==> config.mk <==
export PLATFORM = sky130hd
export DESIGN_NAME = hdp_fifo
export DESIGN_NICKNAME = d
export VERILOG_FILES = /design/src/rtl/hdp_pkg.sv /design/src/rtl/hdp_byte_fifo.sv /design/src/rtl/hdp_prefetch.sv /design/src/rtl/hdp_fifo.sv
export SDC_FILE = /design/constraint.sdc
export NUM_CORES = 1
export LEC_CHECK = 0
export BUFFER_PORTS_ARGS = -buffer_cell sky130_fd_sc_hd__buf_2
export CAP_MARGIN = 20
export CELL_PAD_IN_SITES_DETAIL_PLACEMENT = 1
export CELL_PAD_IN_SITES_GLOBAL_PLACEMENT = 1
export CORE_MARGIN = 2
export CORE_UTILIZATION = 40
export CTS_BUF_LIST = sky130_fd_sc_hd__clkbuf_4 sky130_fd_sc_hd__clkbuf_8
export DETAILED_ROUTE_END_ITERATION = 12
export GPL_TIMING_DRIVEN = 0
export PLACE_DENSITY = 0.71
export SLEW_MARGIN = 20
export SYNTH_ARGS = -nofsm -noshare
export SYNTH_HDL_FRONTEND = slang
export SYNTH_SLANG_ARGS = --single-unit
==> constraint.sdc <==
create_clock -name clk -period 5.1 [get_ports clk]
set_input_delay 1.02 -clock clk [delete_from_list [all_inputs] [get_ports clk]]
set_output_delay 1.02 -clock clk [all_outputs]
set_load 0.05 [all_outputs]
==> src/rtl/hdp_pkg.sv <==
// Shared types and decode helpers for the host data port.
// Assumes the host register map: window at 8h..Bh, pointer at 6h..7h.
package hdp_pkg;

    typedef enum logic [1:0] {
        SZ_NONE = 2'd0,
        SZ_LO   = 2'd1,
        SZ_HI   = 2'd2,
        SZ_WORD = 2'd3
    } acc_size_e;

    localparam logic [1:0] WIN_TAG = 2'b10;   // hst_addr[3:2] of the data window
    localparam logic [2:0] PTR_TAG = 3'b011;  // hst_addr[3:1] of the pointer register

    // Map address bit 0 and the active-low high-byte enable onto an access size.
    function automatic acc_size_e decode_size(input logic a0, input logic sbhe_n);
        case ({a0, sbhe_n})
            2'b00:   return SZ_WORD;
            2'b01:   return SZ_LO;
            2'b10:   return SZ_HI;
            default: return SZ_NONE;
        endcase
    endfunction

    // Number of bytes that an access of the given size moves.
    function automatic logic [1:0] size_bytes(input acc_size_e s);
        case (s)
            SZ_WORD:      return 2'd2;
            SZ_LO, SZ_HI: return 2'd1;
            default:      return 2'd0;
        endcase
    endfunction

endpackage

==> src/rtl/hdp_byte_fifo.sv <==
// Byte-wide FIFO that accepts 0..2 bytes and releases 0..2 bytes per cycle.
// Assumes DEPTH is a power of two of at least 4, and that the caller never
// pushes more than the free space or pops more than the occupancy.
// The head word carries the oldest byte on bits 7:0 and the next one on 15:8.
module hdp_byte_fifo #(
    parameter int DEPTH = 4
) (
    input  logic                       clk,
    input  logic                       rst_n,
    input  logic                       flush,
    input  logic [1:0]                 push_n,
    input  logic [15:0]                push_d,
    input  logic [1:0]                 pop_n,
    output logic [15:0]                head,
    output logic [$clog2(DEPTH+1)-1:0] count
);
    localparam int IW = $clog2(DEPTH);
    localparam int CW = $clog2(DEPTH + 1);

    logic [7:0]    store [DEPTH];
    logic [IW-1:0] wr_idx;
    logic [IW-1:0] rd_idx;

    // Pointer and occupancy update; a flush wins over any transfer.
    always_ff @(posedge clk) begin
        if (!rst_n || flush) begin
            wr_idx <= '0;
            rd_idx <= '0;
            count  <= '0;
        end else begin
            wr_idx <= wr_idx + IW'(push_n);
            rd_idx <= rd_idx + IW'(pop_n);
            count  <= count + CW'(push_n) - CW'(pop_n);
        end
    end

    // Byte storage, no reset needed since occupancy guards every read.
    always_ff @(posedge clk) begin
        if (!flush && push_n != 2'd0) store[wr_idx] <= push_d[7:0];
        if (!flush && push_n == 2'd2) store[wr_idx + IW'(1)] <= push_d[15:8];
    end

    // Oldest two bytes, presented in arrival order.
    always_comb head = {store[rd_idx + IW'(1)], store[rd_idx]};

    p_no_overflow_r10: assert property (@(posedge clk) disable iff (!rst_n)
        int'(count) <= DEPTH);
    p_push_fits_r10: assert property (@(posedge clk) disable iff (!rst_n)
        !flush |-> int'(push_n) <= DEPTH - int'(count) + int'(pop_n));
    p_no_underflow_r10: assert property (@(posedge clk) disable iff (!rst_n)
        int'(pop_n) <= int'(count));

endmodule

==> src/rtl/hdp_prefetch.sv <==
// Read-ahead address generator. It requests one byte per cycle while the read
// FIFO plus the byte in flight leave room, and tracks the one-cycle memory
// return. A pointer load restarts it and drops any return still in flight.
module hdp_prefetch #(
    parameter int AW    = 11,
    parameter int DEPTH = 4
) (
    input  logic                       clk,
    input  logic                       rst_n,
    input  logic                       load,
    input  logic [AW-1:0]              load_addr,
    input  logic [$clog2(DEPTH+1)-1:0] fifo_count,
    output logic                       mem_rd_en,
    output logic [AW-1:0]              mem_rd_addr,
    output logic                       ret_valid
);
    logic pend;

    // Issue only when the byte returning next cycle is sure to fit.
    always_comb mem_rd_en = !load && (int'(fifo_count) + int'(pend) < DEPTH);
    always_comb ret_valid = pend && !load;

    // Running read address and in-flight flag.
    always_ff @(posedge clk) begin
        if (!rst_n) begin
            mem_rd_addr <= '0;
            pend        <= 1'b0;
        end else if (load) begin
            mem_rd_addr <= load_addr;
            pend        <= 1'b0;
        end else begin
            pend <= mem_rd_en;
            if (mem_rd_en) mem_rd_addr <= mem_rd_addr + AW'(1);
        end
    end

    p_rd_step_r11: assert property (@(posedge clk) disable iff (!rst_n)
        mem_rd_en |=> mem_rd_addr == $past(mem_rd_addr) + AW'(1));
    p_load_drops_return_r8: assert property (@(posedge clk) disable iff (!rst_n)
        load |=> !ret_valid);

endmodule

==> src/rtl/hdp_fifo.sv <==
// Host data port: 16-bit host window onto a byte-addressed packet memory.
// Writes pass through a byte write FIFO that drains one byte per cycle.
// Reads come from a byte FIFO that a prefetcher keeps filled. A word write
// to the pointer register waits until writes have drained, then retargets
// both directions. Assumes the host holds its access until hst_rdy is high.
module hdp_fifo
    import hdp_pkg::*;
#(
    parameter int AW     = 11,
    parameter int WDEPTH = 4,
    parameter int RDEPTH = 4
) (
    input  logic          clk,
    input  logic          rst_n,
    input  logic          hst_sel,
    input  logic          hst_wr,
    input  logic [3:0]    hst_addr,
    input  logic          hst_sbhe_n,
    input  logic [15:0]   hst_wdata,
    output logic [15:0]   hst_rdata,
    output logic          hst_rdy,
    output logic          mem_wr_en,
    output logic [AW-1:0] mem_wr_addr,
    output logic [7:0]    mem_wr_data,
    output logic          mem_rd_en,
    output logic [AW-1:0] mem_rd_addr,
    input  logic [7:0]    mem_rd_data
);
    localparam int WCW = $clog2(WDEPTH + 1);
    localparam int RCW = $clog2(RDEPTH + 1);

    acc_size_e      size;
    logic [1:0]     nbytes;
    logic           is_dw, is_dr, is_pl, acc, load;
    logic [1:0]     wpush_n, wpop_n, rpop_n;
    logic [15:0]    wpush_d, whead, rhead;
    logic [WCW-1:0] wcount;
    logic [RCW-1:0] rcount;
    logic           ret_valid;
    logic           unused_whead_hi;

    // Decode the access type and its size.
    always_comb begin
        size   = decode_size(hst_addr[0], hst_sbhe_n);
        nbytes = size_bytes(size);
        is_dw  = hst_sel && hst_wr  && (hst_addr[3:2] == WIN_TAG);
        is_dr  = hst_sel && !hst_wr && (hst_addr[3:2] == WIN_TAG);
        is_pl  = hst_sel && hst_wr  && (hst_addr[3:1] == PTR_TAG) && size == SZ_WORD;
    end

    // Hold off the host until the selected FIFO can serve the whole access.
    always_comb begin
        if (is_dw)      hst_rdy = (WDEPTH - int'(wcount)) >= int'(nbytes);
        else if (is_dr) hst_rdy = int'(rcount) >= int'(nbytes);
        else if (is_pl) hst_rdy = (wcount == '0);
        else            hst_rdy = 1'b1;
        acc  = hst_sel && hst_rdy;
        load = is_pl && acc;
    end

    // Steer the host lanes into the write FIFO, lowest byte first.
    always_comb begin
        wpush_n = (is_dw && acc) ? nbytes : 2'd0;
        case (size)
            SZ_HI:   wpush_d = {8'h00, hst_wdata[15:8]};
            SZ_LO:   wpush_d = {8'h00, hst_wdata[7:0]};
            default: wpush_d = hst_wdata;
        endcase
    end

    // Steer the read FIFO head onto the host lanes.
    always_comb begin
        rpop_n = (is_dr && acc) ? nbytes : 2'd0;
        if (!is_dr) hst_rdata = 16'h0000;
        else begin
            case (size)
                SZ_WORD: hst_rdata = rhead;
                SZ_LO:   hst_rdata = {8'h00, rhead[7:0]};
                SZ_HI:   hst_rdata = {rhead[7:0], 8'h00};
                default: hst_rdata = 16'h0000;
            endcase
        end
    end

    // Drain the write FIFO one byte per cycle.
    always_comb begin
        mem_wr_en       = (wcount != '0);
        mem_wr_data     = whead[7:0];
        wpop_n          = {1'b0, mem_wr_en};
        unused_whead_hi = ^whead[15:8];
    end

    // Running write address, retargeted by a pointer load.
    always_ff @(posedge clk) begin
        if (!rst_n)         mem_wr_addr <= '0;
        else if (load)      mem_wr_addr <= hst_wdata[AW-1:0];
        else if (mem_wr_en) mem_wr_addr <= mem_wr_addr + AW'(1);
    end

    hdp_byte_fifo #(.DEPTH(WDEPTH)) u_wfifo (
        .clk(clk), .rst_n(rst_n), .flush(1'b0),
        .push_n(wpush_n), .push_d(wpush_d), .pop_n(wpop_n),
        .head(whead), .count(wcount)
    );

    hdp_byte_fifo #(.DEPTH(RDEPTH)) u_rfifo (
        .clk(clk), .rst_n(rst_n), .flush(load),
        .push_n({1'b0, ret_valid}), .push_d({8'h00, mem_rd_data}), .pop_n(rpop_n),
        .head(rhead), .count(rcount)
    );

    hdp_prefetch #(.AW(AW), .DEPTH(RDEPTH)) u_pref (
        .clk(clk), .rst_n(rst_n), .load(load), .load_addr(hst_wdata[AW-1:0]),
        .fifo_count(rcount), .mem_rd_en(mem_rd_en), .mem_rd_addr(mem_rd_addr),
        .ret_valid(ret_valid)
    );

    p_wr_step_r11: assert property (@(posedge clk) disable iff (!rst_n)
        mem_wr_en |=> mem_wr_addr == $past(mem_wr_addr) + AW'(1));
    p_load_retargets_r8: assert property (@(posedge clk) disable iff (!rst_n)
        load |=> (rcount == '0) && (mem_wr_addr == $past(hst_wdata[AW-1:0])));
    p_ptr_waits_drain_r9: assert property (@(posedge clk) disable iff (!rst_n)
        (is_pl && !hst_rdy) |=> mem_wr_addr == $past(mem_wr_addr) + AW'(1));
    p_idle_ready_r1: assert property (@(posedge clk) disable iff (!rst_n)
        !hst_sel |-> hst_rdy);

endmodule

==> impl_metrics.toml <==
[grt]
grtUsageMet1 = 0.266
gr-total-overflow = 0
grt_pass1_vias = 4436
grt_pass1_wl_um = 23500
use_met2 = 0.357
grt_usage = 0.210
antenna_found_initial = 0
grt_util_met3 = 0.0384
grt.busiest_layer = "met2"
grt_max_degree = 19

[die]
dieArea_sq_um = 14800
die_x_um = 122
rows = 43
initial_core_util = 0.404
core_area_sq_um = 13700
die_h_um = 122
boundaryPins = 82

[worst_setup_path]
ff2ff_path_depth = 15
cp_slowest_stage_delay_ns = 0.61
rr_endpoint = "u_wfifo.count[2]"
slowest_stage = "ha_1"
required_ns = 4.08
cp.arrival_ns = 3.36
cp_cell_sequence = "buf_2, inv_1, ha_1, ha_1, nand2b_1, a211o_1, buf_2, a31oi_1, a22oi_1, buf_2"
end_kind = "output port"
cp_max_fo = 10
crit_top_cell = "buf_2"
cp-start-kind = "primary input"
path_class = "in -> out"
r2r_slack_ns = 2.07
reg2reg_from = "u_wfifo.count[0]"

[run_status]
status = "finished clean"

[worst_hold_path]
min_path_cells = 2
hold_start = "mem_wr_addr[8]"
hp-class = "reg -> reg"
hold_end = "mem_wr_addr[8]"

[finish]
fillers = 1502
diodes = 0
drive_gt1_frac = 0.269
syn2layout_area_growth_pct = 16.0
post-route-util = 0.469
nets = 622

[sta]
final.min_clock_period_ns = 4.38
rsz0062_at_grt = "no"
fin_tns_setup_ns = 0
period_share = 0.860
final_max_slew_viol_count = 0
worst_slack_ns = 0.716
fmax_mhz = 228
hold_violations = 0
tightest_slew_ns = 0.845
finalSetupViolations = 0
relSlewSlack = 0.433
fin_worst_skew_ns = 0.0241
worst_hold_slack_ns = 0.528

[cts]
clk_path_buf_depth = 2
cts.sinks = 101
cts-buffers-inserted = 9
root_buffer = "clkbuf_8"
clk_latency_ns = 0.40
cts_resized = 0
htree_num_levels = 3
path_clk_slew_ns = 0.10
cts_tree = "built"
cts_setup_buffers = 0
cts_hold_buf = 0

[logic_synthesis]
synth.distinct_cells = 62
synth-edff-count = 64
syn_avg_cell_area_sq_um = 11.7
synthSimpleGateAreaFrac = 0.154
syn_area_sq_um = 5540
synthAdderAreaFrac = 0.0524
ys_ff_latch = 101
yosysSeqAreaShare = 0.481
netlist_instances = 472
ys_warn_count = 0
synth_xor_area_frac = 0.0332
synth_top_family_by_area = "multiplexers"
synth_compound_area_frac = 0.0946
synthArstFlopShare = 0
synth_mux_area_frac = 0.155
syn_nets = 527
synth_top_flop_cell = "edfxtp_1"

[detailed_routing]
via_per_inst = 5.49
drtPass1Iterations = 4
drtIter0Drc = 187
wirelength_um = 14900
drcViolationCount = 0
via_count = 4130
antenna_left = 0
post_drt_wl_per_cell_um = 19.8

[pwr]
p_clk_frac = 0.219
finalPower_mw = 2.49
peakVddDrop_mv = 0.260
p_per_area_nw_per_um2 = 387
power_frac_seq = 0.415
intPower_mw = 1.52
leakage_nw = 2.45
pwr-share-comb = 0.365
p_sw_mw = 0.966
swShare = 0.389

[placed_design]
place_congestion = 0.883
pre_cts_ws_ns = 0.711
hpwl_um = 11000
io_buffer_count = 81

[job]
drv_cap = 0
-- cell type report --
type / count / area, sq um / area share
clock buffers: 10 / 131 / 0.0204
inverters: 16 / 62.6 / 0.00973
multi-input cells: 333 / 2750 / 0.427
well taps: 180 / 225 / 0.0350
plain buffers: 22 / 103 / 0.0160
repair buffers: 84 / 428 / 0.0666
flip-flops and latches: 101 / 2660 / 0.414
clock inverters: 6 / 68.8 / 0.0107
-- power by group through the flow --
stage	logic [mW]	registers, mW	clock network, mW
2_1_floorplan	0.634	1.09	0
5_1_grt	1.00	1.04	0.589
3_3_place_gp	0.867	1.04	0
4_1_cts	0.918	1.03	0.555
6_report	0.908	1.03	0.545
3_5_place_dp	0.912	1.05	0
-- cell families after synthesis --
group           Yosys count
simple gates            142
flops                   101
compound gates           76
mux                      72
buf+inv                  38
fa+ha+maj                22
xor+xnor                 21
-- layout by cell type (no fill, tap or decap), types with 3 or more instances in the layout --
master	n
nand3_1	6
nand2b_1	4
and4_1	3
buf_1	3
nor3_1	5
a22o_1	8
dfxtp_1	37
ha_1	20
clkbuf_1	7
mux4_2	8
and2_1	7
clkbuf_8	9
a2bb2oi_1	3
nand4_4	4
a21oi_1	21
a31oi_1	6
inv_6	3
nor3_2	4
edfxtp_1	64
xnor2_1	17
xor2_1	4
nor4_1	4
mux2i_1	32
and3_1	5
a32oi_1	9
nor2b_2	8
inv_1	12
o21ai_0	10
or3_1	3
nor2b_1	4
and3b_1	3
mux2_1	27
nand2_1	38
nor3b_2	3
nor2_1	25
nand4_1	6
buf_2	90
buf_4	5
mux2_2	5
-- synth_stat cells, drive strengths merged, types with 2 or more instances --
library cell	instances	area, sq um
a21oi	22	114
a22o	9	80.1
a2bb2oi	3	26.3
a31oi	6	37.5
a32oi	9	78.8
and2	8	50.1
and3	5	31.3
and3b	3	26.3
and4	3	26.3
buf	14	71.3
clkbuf	8	31.3
dfxtp	37	741
edfxtp	64	1920
fa	2	40.0
ha	20	250
inv	15	58.8
mux2	32	360
mux2i	32	320
mux4	8	180
nand2	38	143
nand2b	4	25.0
nand3	6	30.0
nand3b	2	27.5
nand4	10	123
nand4b	2	17.5
nor2	26	114
nor2b	12	95.1
nor3	9	45.0
nor3b	5	37.5
nor4	4	25.0
o21a	2	15.0
o21ai	12	60.1
o22ai	2	12.5
o2bb2ai	2	17.5
o31ai	2	15.0
or3	3	18.8
or4	2	18.8
xnor2	17	149
xor2	4	35.0
-- registers in the layout, summed over array words and instances (netlist names) --
name                cells
u_rfifo.store          32
u_wfifo.store          32
mem_wr_addr            11
u_pref.mem_rd_addr     11
u_rfifo.count           3
u_wfifo.count           3
u_rfifo.rd_idx          2
u_rfifo.wr_idx          2
u_wfifo.rd_idx          2
u_wfifo.wr_idx          2
u_pref.pend             1
-- worst max-delay path, delay by kind of cell --
family	cells	cell delay, ns
AND/OR/NAND/NOR	1	0.14
buffers and inverters	4	0.66
adder cells (fa/ha/maj)	2	0.93
AO/OA/AOI/OAI	3	0.60
-- per-layer routing --
layer | vias up | wire length (um)
met5 | - | 0
met4 | 0 | 231
met3 | 18 | 656
met2 | 95 | 7410
met1 | 2054 | 6550
li1 | 1963 | -
-- how the worst max path moves through the flow --
stage                     start                   to  slack [ns]  cells after the start
global placement    hst_addr[0]  u_wfifo.store[3][4]        0.73                      9
floorplan           hst_addr[0]              hst_rdy        0.90                      8
global route        hst_addr[0]              hst_rdy        0.60                     10
CTS                 hst_addr[0]              hst_rdy        0.70                     10
detailed placement  hst_addr[0]              hst_rdy        0.71                     10
finish              hst_addr[0]              hst_rdy        0.72                     10
-- per-stage QoR --
stage | cells | area, sq um
after floorplan | 472 | 5540
after global placement | 733 | 6170
after detailed placement | 736 | 6230
after CTS | 752 | 6430
after global routing | 752 | 6430
final | 752 | 6430
No activity file was read; power rests on OpenSTA's default activity.
